--- src/rtl/npc_pkg.sv ---
package npc_pkg;
  // Source of the address loaded into the PC on the next edge
  typedef enum logic [1:0] {
    NPC_SEQ    = 2'd0,
    NPC_BRANCH = 2'd1,
    NPC_JUMP   = 2'd2
  } npc_src_e;
endpackage

--- src/rtl/npc_seq_adder.sv ---
module npc_seq_adder #(
  parameter int ADDR_W     = 32,
  parameter int STEP_BYTES = 4
) (
  input  logic [ADDR_W-1:0] pc_i,
  output logic [ADDR_W-1:0] seq_o
);
  localparam logic [ADDR_W-1:0] STEP = ADDR_W'(STEP_BYTES);

  always_comb seq_o = pc_i + STEP;
endmodule

--- src/rtl/npc_branch_target.sv ---
module npc_branch_target #(
  parameter int ADDR_W  = 32,
  parameter int IMM_W   = 16,
  parameter int ALIGN_W = 2
) (
  input  logic [ADDR_W-1:0] seq_i,
  input  logic [IMM_W-1:0]  imm_i,
  output logic [ADDR_W-1:0] target_o
);
  localparam int EXT_W = ADDR_W - IMM_W - ALIGN_W;

  logic [ADDR_W-1:0] offset;

  // Sign extension must happen before scaling so that negative offsets point backward
  generate
    if (ALIGN_W > 0) begin : g_scaled
      always_comb offset = {{EXT_W{imm_i[IMM_W-1]}}, imm_i, {ALIGN_W{1'b0}}};
    end else begin : g_unscaled
      always_comb offset = {{EXT_W{imm_i[IMM_W-1]}}, imm_i};
    end
  endgenerate

  always_comb target_o = seq_i + offset;
endmodule

--- src/rtl/npc_jump_target.sv ---
module npc_jump_target #(
  parameter int ADDR_W   = 32,
  parameter int JFIELD_W = 26,
  parameter int ALIGN_W  = 2
) (
  input  logic [ADDR_W-JFIELD_W-ALIGN_W-1:0] region_i,
  input  logic [JFIELD_W-1:0]                jfield_i,
  output logic [ADDR_W-1:0]                  target_o
);
  generate
    if (ALIGN_W > 0) begin : g_aligned
      always_comb target_o = {region_i, jfield_i, {ALIGN_W{1'b0}}};
    end else begin : g_byte
      always_comb target_o = {region_i, jfield_i};
    end
  endgenerate
endmodule

--- src/rtl/npc_select.sv ---
module npc_select
  import npc_pkg::*;
#(
  parameter int ADDR_W = 32
) (
  input  logic [ADDR_W-1:0] seq_i,
  input  logic [ADDR_W-1:0] branch_tgt_i,
  input  logic [ADDR_W-1:0] jump_tgt_i,
  input  logic              branch_i,
  input  logic              zero_i,
  input  logic              jump_i,
  output npc_src_e          src_o,
  output logic [ADDR_W-1:0] next_o
);
  logic              take_branch;
  logic [ADDR_W-1:0] after_branch;

  always_comb begin
    take_branch  = branch_i & zero_i;
    after_branch = take_branch ? branch_tgt_i : seq_i;
    // The jump mux is placed after the branch mux, so a jump overrides a branch
    next_o       = jump_i ? jump_tgt_i : after_branch;
    if (jump_i)           src_o = NPC_JUMP;
    else if (take_branch) src_o = NPC_BRANCH;
    else                  src_o = NPC_SEQ;
  end
endmodule

--- src/rtl/next_pc_unit.sv ---
module next_pc_unit
  import npc_pkg::*;
#(
  parameter int                ADDR_W     = 32,
  parameter int                IMM_W      = 16,
  parameter int                JFIELD_W   = 26,
  parameter int                STEP_BYTES = 4,
  parameter logic [ADDR_W-1:0] RESET_ADDR = '0
) (
  input  logic                clk,
  input  logic                rst,
  input  logic [IMM_W-1:0]    imm_i,
  input  logic [JFIELD_W-1:0] jfield_i,
  input  logic                branch_i,
  input  logic                alu_zero_i,
  input  logic                jump_i,
  output logic [ADDR_W-1:0]   pc_o,
  output logic [ADDR_W-1:0]   pc_plus4_o
);
  localparam int ALIGN_W  = $clog2(STEP_BYTES);
  localparam int REGION_W = ADDR_W - JFIELD_W - ALIGN_W;

  logic [ADDR_W-1:0] pc_q;
  logic [ADDR_W-1:0] seq_pc;
  logic [ADDR_W-1:0] br_tgt;
  logic [ADDR_W-1:0] jmp_tgt;
  logic [ADDR_W-1:0] next_pc;
  npc_src_e          src;

  npc_seq_adder #(.ADDR_W(ADDR_W), .STEP_BYTES(STEP_BYTES)) u_seq (
    .pc_i (pc_q),
    .seq_o(seq_pc)
  );

  npc_branch_target #(.ADDR_W(ADDR_W), .IMM_W(IMM_W), .ALIGN_W(ALIGN_W)) u_br (
    .seq_i   (seq_pc),
    .imm_i   (imm_i),
    .target_o(br_tgt)
  );

  npc_jump_target #(.ADDR_W(ADDR_W), .JFIELD_W(JFIELD_W), .ALIGN_W(ALIGN_W)) u_jmp (
    .region_i(seq_pc[ADDR_W-1 -: REGION_W]),
    .jfield_i(jfield_i),
    .target_o(jmp_tgt)
  );

  npc_select #(.ADDR_W(ADDR_W)) u_sel (
    .seq_i       (seq_pc),
    .branch_tgt_i(br_tgt),
    .jump_tgt_i  (jmp_tgt),
    .branch_i    (branch_i),
    .zero_i      (alu_zero_i),
    .jump_i      (jump_i),
    .src_o       (src),
    .next_o      (next_pc)
  );

  always_ff @(posedge clk) begin
    if (rst) pc_q <= RESET_ADDR;
    else     pc_q <= next_pc;
  end

  assign pc_o       = pc_q;
  assign pc_plus4_o = seq_pc;

  // reset forces the start address on the following edge
  p_reset_load_r1: assert property (@(posedge clk) rst |=> pc_q == RESET_ADDR);

  // with no redirection the PC moves by one step
  p_seq_step_r2: assert property (@(posedge clk) disable iff (rst)
    (!jump_i && !(branch_i && alu_zero_i)) |=> pc_q == $past(pc_q) + ADDR_W'(STEP_BYTES));

  // the PC stays aligned to an instruction boundary
  p_aligned_r3: assert property (@(posedge clk) disable iff (rst)
    pc_q[ALIGN_W-1:0] == '0);

  // the selector chooses the branch source only when the branch is taken and no jump
  p_branch_src_r4: assert property (@(posedge clk) disable iff (rst)
    (src == NPC_BRANCH) |-> (branch_i && alu_zero_i && !jump_i));

  // after a jump the field bits of the PC hold the jump field
  p_jump_field_r7: assert property (@(posedge clk) disable iff (rst)
    jump_i |=> pc_q[ADDR_W-REGION_W-1:ALIGN_W] == $past(jfield_i));

  // after a jump the region bits of the PC come from the sequential successor
  p_jump_region_r9: assert property (@(posedge clk) disable iff (rst)
    jump_i |=> pc_q[ADDR_W-1 -: REGION_W] == $past(seq_pc[ADDR_W-1 -: REGION_W]));

  // a jump always takes precedence over the branch path
  p_jump_wins_r8: assert property (@(posedge clk) disable iff (rst)
    jump_i |-> src == NPC_JUMP);
endmodule

--- config.mk ---
export PLATFORM = sky130hd
export DESIGN_NAME = next_pc_unit
export DESIGN_NICKNAME = d
export VERILOG_FILES = /design/src/rtl/npc_pkg.sv /design/src/rtl/npc_seq_adder.sv /design/src/rtl/npc_branch_target.sv /design/src/rtl/npc_jump_target.sv /design/src/rtl/npc_select.sv /design/src/rtl/next_pc_unit.sv
export SDC_FILE = /design/constraint.sdc
export NUM_CORES = 1
export LEC_CHECK = 0
export BUFFER_PORTS_ARGS = -buffer_cell sky130_fd_sc_hd__buf_2
export CELL_PAD_IN_SITES_DETAIL_PLACEMENT = 1
export CELL_PAD_IN_SITES_GLOBAL_PLACEMENT = 2
export CORE_UTILIZATION = 32
export CTS_BUF_LIST = sky130_fd_sc_hd__clkbuf_8 sky130_fd_sc_hd__clkbuf_16
export CTS_CLUSTER_DIAMETER = 30
export CTS_CLUSTER_SIZE = 16
export DETAILED_ROUTE_END_ITERATION = 8
export MAX_ROUTING_LAYER = met4
export PLACE_DENSITY = 0.81
export SETUP_SLACK_MARGIN = 0.4
export SYNTH_ARGS = -nofsm -noshare
export SYNTH_HDL_FRONTEND = slang
export SYNTH_HIERARCHICAL = 1
export SYNTH_SLANG_ARGS = --single-unit
--- constraint.sdc ---
create_clock -name clk -period 4.7 [get_ports clk]
set_clock_uncertainty 0.2 [all_clocks]
set_input_delay 0.235 -clock clk [delete_from_list [all_inputs] [get_ports clk]]
set_output_delay 0.235 -clock clk [all_outputs]
set_load 0.05 [all_outputs]
==> flow_metrics.py, run 1 <==
metrics = {
    "status": {
        "status": "finished clean",
    },
    "logic_synthesis": {
        "yosys_warnings": 6,
        "syn_area_mm2": 0.004494,
        "netlist_instances": 559,
        "syn_avg_cell_area_um2": 8.040,
    },
    "global_route": {
        "met1_usage": 0.3014,
        "grt_util_met2": 0.3606,
        "antenna_found_initial": 0,
        "grt.overflow.total": 0,
        "grt_pass1_wl_mm": 24.49,
        "grt_max_degree": 97,
        "track_usage": 0.2248,
        "globalRouteMet3Util": 0.03019,
        "top_usage_layer": "met2",
        "grt_pass1_vias": 4459,
    },
    "floorplan": {
        "core_area_mm2": 0.01345,
        "die_x_um": 120.5,
        "die_h_um": 120.5,
        "initial_utilization": 0.3341,
        "rows": 42,
        "die_area_mm2": 0.01452,
        "io_pins": 111,
    },
    "clock_tree": {
        "cts_hold_buf": 0,
        "cts_root_buffer": "clkbuf_16",
        "cts_max_path_buffers": 2,
        "clk_latency_ns": 0.29,
        "tritoncts": "done",
        "clock-sinks": 32,
        "path_clk_slew_ns": 0.06,
        "cts_buffers": 5,
        "htreeDepth": 2,
    },
    "layout": {
        "fin_nets": 701,
        "mostFrequentLayoutCells": "buf_2 (109), nand2_1 (67), inv_1 (43)",
        "largest_register_ff_count": 32,
        "fillerInstances": 1673,
        "final_core_util": 0.3938,
        "final_common_cell": "buf_2",
        "drive_gt1_frac": 0.3307,
        "finalInstanceArea_mm2": 0.005298,
        "diodes": 0,
        "area_growth_pct": 17.87,
    },
    "sta": {
        "setup_viol": 0,
        "rsz0062_at_grt": "yes",
        "tightest_slew_ns": 1.049,
        "whs_ns": 0.09453,
        "max_clock_freq_mhz": 243.5,
        "maxSlewHeadroom": 0.3007,
        "post-route-min-period_ns": 4.107,
        "tns_ns": 0,
        "finalHoldViolCount": 0,
        "maxSlewViolCount": 0,
        "final.period_utilization": 0.8739,
    },
    "setup_path": {
        "path_max_fanout": 6,
        "required_ns": 4.65,
        "startpoint_type": "flip-flop",
        "rr_worst_depth": 15,
        "cp-end-kind": "flip-flop",
        "cp_data_arrival_time_ns": 4.06,
        "r2r_end": "pc_o[26]",
        "r2r_start": "pc_o[4]",
        "r2r_setup_slack_ns": 0.59,
        "path_class": "flip-flop to flip-flop",
    },
    "pwr": {
        "p_leak_nw": 2.303,
        "seq_power_share": 0.244,
        "p_clk_frac": 0.270,
        "combPwrFrac": 0.485,
        "vdd_drop_max_mv": 0.1244,
        "power.internal_w": 0.0007367,
        "p_sw_frac": 0.4482,
        "switching_power_w": 0.0005983,
        "power_density_mw_per_mm2": 252.0,
    },
    "detailed_routing": {
        "vias_per_cell": 5.443,
        "dr.pass1.iters": 4,
        "drt_iter0_drc": 175,
        "wire_per_inst_um": 19.89,
        "dr_total_vias": 4349,
        "routed_wl_mm": 15.89,
        "drtAntennaViolNets": 0,
        "drt_drc_violations_left": 0,
    },
    "placement": {
        "globalplace.congestion": 0.8469,
        "portBuffers": 110,
        "dp_hpwl_mm": 11.73,
        "postPlaceCellArea_mm2": 0.005060,
    },
    "min_path": {
        "min_path_type": "input port to flip-flop",
        "worstHoldStart": "jfield_i[2]",
        "hold_depth": 4,
        "holdPathEnd": "pc_o[4]",
    },
    "job": {
        "maxCapViolCount": 0,
    },
}
==> per-stage QoR <==
stage                     setup WS [ns]  total power (W)  std cells
after floorplan                  0.3458        0.0008361        560
after global placement           0.4988        0.0009600        786
after detailed placement         0.3155        0.0009693        786
after CTS                        0.4603         0.001336        797
after global routing             0.3686         0.001402        799
final                            0.5925         0.001335        799
==> layout make-up <==
cell class | count | area [µm²] | share of cell area
Inverter | 43 | 161.4 | 0.03047
Sequential cell | 32 | 641.9 | 0.1212
Clock buffer | 7 | 152.6 | 0.02881
Multi-Input combinational cell | 421 | 3493 | 0.6594
Timing Repair Buffer | 120 | 628.1 | 0.1186
Tap cell | 176 | 220.2 | 0.04157
==> timing repair <==
| item | CTS | global route |
|---|---|---|
| setup buffers | 4 | 2 |
| pin swaps | 1 | 1 |
| gates resized for setup | 0 | 10 |
| endpoints found under the setup margin | 3 | 9 |
| gates cloned | 0 | 0 |
==> worst max-delay path by stage <==
stage	cells after the start	start	endpoint
detailed placement	15	pc_o[2]	pc_o[31]
floorplan	15	pc_o[9]	pc_o[31]
global route	16	pc_o[3]	pc_o[31]
global placement	14	pc_o[9]	pc_o[27]
finish	15	pc_o[4]	pc_o[26]
CTS	17	pc_o[2]	pc_o[31]
==> metal layers <==
metal | vias to the layer above | wire length [µm]
met2 | 78 | 7514
met1 | 2163 | 7703
li1 | 2095 | -
met3 | 13 | 512
met5 | - | 0
met4 | 0 | 163
==> worst max-delay path, stage by stage (launching register included) <==
cell and delay, ns:
dfxtp_1 0.45, nand4_1 0.25, or2_2 0.42, nor3_1 0.33, xor2_2 0.32, ha_1 0.37
a211oi_1 0.26, nor2_1 0.08, nor3_1 0.21, o31a_1 0.26, o21bai_1 0.10, a21oi_1 0.16
xnor2_1 0.11, nand4b_1 0.14, o311ai_2 0.12, nor2b_1 0.17
==> power groups by stage <==
stage / combinational (W) / sequential [W] / clock, W
after global routing: 0.000693 / 0.000328 / 0.000381
after CTS: 0.000644 / 0.000324 / 0.000368
after detailed placement: 0.000639 / 0.000330 / 0
after floorplan: 0.000445 / 0.000391 / 0
final: 0.000648 / 0.000326 / 0.000361
after global placement: 0.000631 / 0.000329 / 0
Note: power is estimated with default switching activity, not from simulation.
==> run 2, diff against run 1 <==
CELL_PAD_IN_SITES_DETAIL_PLACEMENT = unset   (was 1)
CELL_PAD_IN_SITES_GLOBAL_PLACEMENT = unset   (was 2)
CORE_UTILIZATION = 35   (was 32)
PLACE_DENSITY = 0.54   (was 0.81)
SETUP_SLACK_MARGIN = 0.15   (was 0.4)
==> flow_metrics.py, run 2 (same netlist as run 1, synthesis figures left out) <==
metrics = {
    "status": {
        "status": "finished clean",
    },
    "pwr": {
        "switching_power_w": 0.0005610,
        "power_density_mw_per_mm2": 252.3,
        "p_leak_nw": 2.160,
        "p_clk_frac": 0.271,
        "p_sw_frac": 0.4413,
        "seq_power_share": 0.250,
        "power.internal_w": 0.0007102,
        "p_total_w": 0.001271,
        "vdd_drop_max_mv": 0.1040,
        "combPwrFrac": 0.478,
    },
    "clock_tree": {
        "ctsResizeCount": 0,
        "path_clk_slew_ns": 0.06,
        "clock-sinks": 32,
        "tritoncts": "done",
        "cts_hold_buf": 0,
        "cts_max_path_buffers": 2,
        "cts_root_buffer": "clkbuf_16",
        "cts_setup_buffers": 0,
        "clk_latency_ns": 0.28,
        "cts_buffers": 5,
        "htreeDepth": 2,
    },
    "layout": {
        "regArea_um2": 640.6,
        "mostFrequentLayoutCells": "buf_2 (109), nand2_1 (67), inv_1 (43)",
        "multi_input_area_mm2": 0.003297,
        "diodes": 0,
        "fillerInstances": 1324,
        "largest_register_ff_count": 32,
        "drive_gt1_frac": 0.2853,
        "fin_nets": 694,
        "area_growth_pct": 12.11,
        "final_common_cell": "buf_2",
    },
    "floorplan": {
        "die_area_mm2": 0.01330,
        "core_area_mm2": 0.01257,
        "io_pins": 111,
        "die_x_um": 115.3,
        "rows": 41,
        "die_h_um": 115.3,
        "initial_utilization": 0.3576,
    },
    "sta": {
        "maxSlewViolCount": 0,
        "finalHoldViolCount": 0,
        "setup_viol": 0,
        "maxSlewHeadroom": 0.3374,
        "tightest_slew_ns": 0.9939,
        "fin_ws_ns": 0.5665,
        "tns_ns": 0,
        "rsz0062_at_grt": "no",
        "final.period_utilization": 0.8795,
        "post-route-min-period_ns": 4.134,
        "max_clock_freq_mhz": 241.9,
    },
    "detailed_routing": {
        "drtAntennaViolNets": 0,
        "wire_per_inst_um": 16.02,
        "dr_total_vias": 4135,
        "routed_wl_mm": 12.64,
        "vias_per_cell": 5.241,
        "drt_iter0_drc": 218,
        "dr.pass1.iters": 4,
        "drt_drc_violations_left": 0,
    },
    "placement": {
        "portBuffers": 110,
        "dp_hpwl_mm": 9.351,
        "globalplace.congestion": 0.8759,
        "post-place-ws_ns": 0.5092,
    },
    "job": {
        "maxCapViolCount": 0,
    },
    "setup_path": {
        "critical-path-top-delay-family": "compound AO/OA/AOI/OAI gates",
        "cp_slowest_cell": "dfxtp_1",
        "cp_data_arrival_time_ns": 4.08,
        "crit_path_max_incr_delay_ns": 0.39,
        "path_max_fanout": 7,
        "required_ns": 4.65,
        "critPathMostFrequentCell": "ha_1",
        "crit_chain": "ha_1 > nand3_1 > nor4_4 > buf_4 > xor2_1 > ha_1 > a211oi_1 > nor2_1 > o21ai_0 > a22o_1 > a21oi_2 > a311oi_1 > xnor2_1 > nand4b_1 > o311ai_2 > nor2b_1",
        "path_class": "flip-flop to flip-flop",
        "startpoint_type": "flip-flop",
        "cp-end-kind": "flip-flop",
        "critPathBufInv": 1,
    },
    "global_route": {
        "grt_max_degree": 97,
        "grt.overflow.total": 0,
        "grt_pass1_vias": 3939,
        "track_usage": 0.1979,
        "antenna_found_initial": 0,
        "grt_pass1_wl_mm": 20.12,
    },
    "min_path": {
        "min_path_type": "input port to flip-flop",
    },
}
==> run 2: changes by cell type in the layout (fill, tap and decap cells not counted), moves of 2 or more <==
cell / before / now
ha_2: 2 / 0
xnor2_4: 2 / 0
buf_4: 11 / 4
xnor2_1: 23 / 35
clkinv_2: 0 / 2
xor2_1: 9 / 15
ha_1: 28 / 30
xnor2_2: 14 / 4
xor2_2: 5 / 0
==> run 2: final timing paths <==
check,startpoint,end,slack (ns),cells past startpoint
min,jfield_i[13],pc_o[15],0.09,4
min reg2reg,pc_o[0],pc_o[0],0.48,3
max reg2reg,pc_o[2],pc_o[27],0.57,16
max,pc_o[2],pc_o[27],0.57,16
==> run 2: worst min-delay path: stages <==
cell,delay [ns]
buf_2,0.08
nand2_1,0.05
o311ai_2,0.06
nor2b_1,0.11
==> run 2: per-layer routing <==
layer	part of all wire	vias up	routed length (µm)	global-route usage
li1	-	2087	-	-
met1	0.48	1923	6065	0.2553
met2	0.47	119	5879	0.3238
met3	0.050	6	626	0.02425
met4	0.0054	0	68	0.05455
met5	0	-	0	-
==> run 2: per-stage QoR <==
step	hold slack, ns	cells	utilization	instance area [µm²]
after floorplan	0.1066	560	-	4528
after global placement	0.3803	779	0.3879	4875
after detailed placement	0.3843	779	0.3879	4875
after CTS	0.08708	787	0.3997	5024
after global routing	0.1105	789	0.4009	5039
final	0.09121	789	0.4009	5039
==> run 2: layout make-up <==
cell class	instances	share of cell area
repair buffers	113	0.1142
clock buffers	6	0.02756
clock inverters	2	0.001987
well taps	172	0.04271
multi-input cells	421	0.6543
inverters	43	0.03203
flip-flops and latches	32	0.1271
==> run 2: power by group through the flow <==
stage	sequential, W	clock, W	combinational (W)
after floorplan	0.000386	0	0.000439
after global placement	0.000323	0	0.000606
after detailed placement	0.000324	0	0.000608
after CTS	0.000318	0.000356	0.000610
after global routing	0.000321	0.000366	0.000660
final	0.000318	0.000345	0.000608
==> run 3, diff against run 2 <==
clock period = 4.3 ns   (was 4.7 ns; I/O delays follow)
==> flow_metrics.py, run 3 (same netlist as run 1, synthesis figures left out) <==
metrics = {
    "floorplan": {
        "rows": 41,
        "die_x_um": 115.3,
        "core_area_mm2": 0.01257,
        "die_area_mm2": 0.01330,
        "initial_utilization": 0.3576,
        "io_pins": 111,
        "die_h_um": 115.3,
    },
    "layout": {
        "multi_input_area_mm2": 0.003560,
        "final_common_cell": "buf_2",
        "fillerInstances": 1279,
        "fin_nets": 708,
        "area_growth_pct": 20.88,
        "diodes": 0,
        "mostFrequentLayoutCells": "buf_2 (109), nand2_1 (66), inv_1 (45)",
        "largest_register_ff_count": 32,
        "drive_gt1_frac": 0.3613,
        "final_core_util": 0.4323,
        "finalInstanceArea_mm2": 0.005433,
        "regArea_um2": 663.1,
    },
    "detailed_routing": {
        "dr.pass1.iters": 4,
        "met2_wirelength_mm": 6.439,
        "drt_drc_violations_left": 0,
        "routed.top_layer": "met4",
        "wl_met1_mm": 6.960,
        "routed_wl_mm": 14.24,
        "drtAntennaViolNets": 0,
        "dr_total_vias": 4378,
        "wire_per_inst_um": 17.74,
        "drt_iter0_drc": 224,
        "vias_per_cell": 5.452,
        "route.met3.wl_um": 654,
    },
    "sta": {
        "finalHoldViolCount": 0,
        "maxSlewViolCount": 0,
        "setup_viol": 0,
        "tightest_slew_ns": 1.029,
        "final.period_utilization": 0.9131,
        "max_clock_freq_mhz": 254.7,
        "post-route-min-period_ns": 3.926,
        "maxSlewHeadroom": 0.3139,
        "tns_ns": 0,
        "rsz0062_at_grt": "no",
    },
    "pwr": {
        "p_clk_frac": 0.245,
        "switching_power_w": 0.0006330,
        "vdd_drop_max_mv": 0.1183,
        "p_leak_nw": 2.347,
        "power_density_mw_per_mm2": 260.2,
        "seq_power_share": 0.248,
        "combPwrFrac": 0.507,
        "p_sw_frac": 0.4478,
        "power.internal_w": 0.0007806,
    },
    "clock_tree": {
        "htreeDepth": 2,
        "cts_max_path_buffers": 2,
        "path_clk_slew_ns": 0.06,
        "clk_latency_ns": 0.28,
        "clock-sinks": 32,
        "cts_buffers": 5,
        "tritoncts": "done",
        "cts_root_buffer": "clkbuf_16",
    },
    "global_route": {
        "grt_pass1_vias": 4258,
        "antenna_found_initial": 0,
        "grt_max_degree": 97,
        "grt.overflow.total": 0,
        "track_usage": 0.2229,
        "grt_pass1_wl_mm": 22.26,
    },
    "placement": {
        "globalplace.congestion": 0.9061,
        "dp_hpwl_mm": 10.68,
        "postPlaceCellArea_mm2": 0.005216,
        "portBuffers": 110,
    },
    "job": {
        "maxCapViolCount": 0,
    },
    "status": {
        "status": "finished clean",
    },
    "setup_path": {
        "required_ns": 4.31,
        "startpoint_type": "flip-flop",
        "path_class": "flip-flop to flip-flop",
        "path_max_fanout": 7,
        "cp_data_arrival_time_ns": 3.94,
        "cp-end-kind": "flip-flop",
    },
    "min_path": {
        "min_path_type": "input port to flip-flop",
    },
}
## run 3: repair_timing
| item | CTS | global route |
|---|---|---|
| hold buffers | 0 | 0 |
| setup endpoints to repair | 0 | 4 |
| buffers inserted | 0 | 3 |
| gates resized for setup | 0 | 12 |
## run 3: area by class of cell
cell class	instances	area share
Sequential cell	32	0.1221
Inverter	43	0.02971
Timing Repair Buffer	127	0.1283
Tap cell	172	0.03961
Clock inverter	3	0.002073
Clock buffer	5	0.02303
Multi-Input combinational cell	421	0.6552
## run 3: layer usage
metal	GRT usage	vias to the layer above
met2	0.3437	139
li1	-	2109
met4	0.05368	0
met3	0.03268	12
met5	-	-
met1	0.3042	2118
## run 3: power groups by stage
| stage | logic (W) | registers [W] | clock network, W |
|---|---|---|---|
| 6_report | 0.000717 | 0.000350 | 0.000347 |
| 5_1_grt | 0.000769 | 0.000354 | 0.000365 |
| 4_1_cts | 0.000707 | 0.000350 | 0.000355 |
| 3_5_place_dp | 0.000705 | 0.000356 | 0 |
| 3_3_place_gp | 0.000702 | 0.000355 | 0 |
| 2_1_floorplan | 0.000490 | 0.000432 | 0 |
## run 3: critical path, stage by stage, from the launching register on
cell and delay, ns:
dfxtp_4 0.36, ha_1 0.18, nand3_1 0.15, nor4_4 0.30, buf_6 0.20, nand4_1 0.22, xnor2_4 0.27, ha_2 0.35
a21oi_2 0.20, o21ai_1 0.13, o21bai_1 0.15, a21oi_1 0.08, o21a_1 0.18, a2111oi_1 0.32, nand3b_1 0.17, nand4b_1 0.09
o311ai_0 0.12, nor2b_1 0.17
## run 3: worst paths after layout
check	start	to	slack, ns	cells past startpoint
hold / removal	jfield_i[4]	pc_o[6]	0.08	4
hold reg to reg	pc_o[0]	pc_o[0]	0.48	3
setup reg to reg	pc_o[2]	pc_o[31]	0.37	17
setup / recovery	pc_o[2]	pc_o[31]	0.37	17
## run 3: metrics by stage
step | hold slack [ns] | total power, W | setup WS [ns] | instances
floorplan | 0.08661 | 0.0009216 | 0.1028 | 560
global placement | 0.3607 | 0.001057 | 0.3531 | 792
detailed placement | 0.3690 | 0.001061 | 0.2934 | 792
CTS | 0.07590 | 0.001413 | 0.2570 | 800
global route | 0.1004 | 0.001488 | 0.1492 | 803
finish | 0.08274 | 0.001414 | 0.3738 | 803
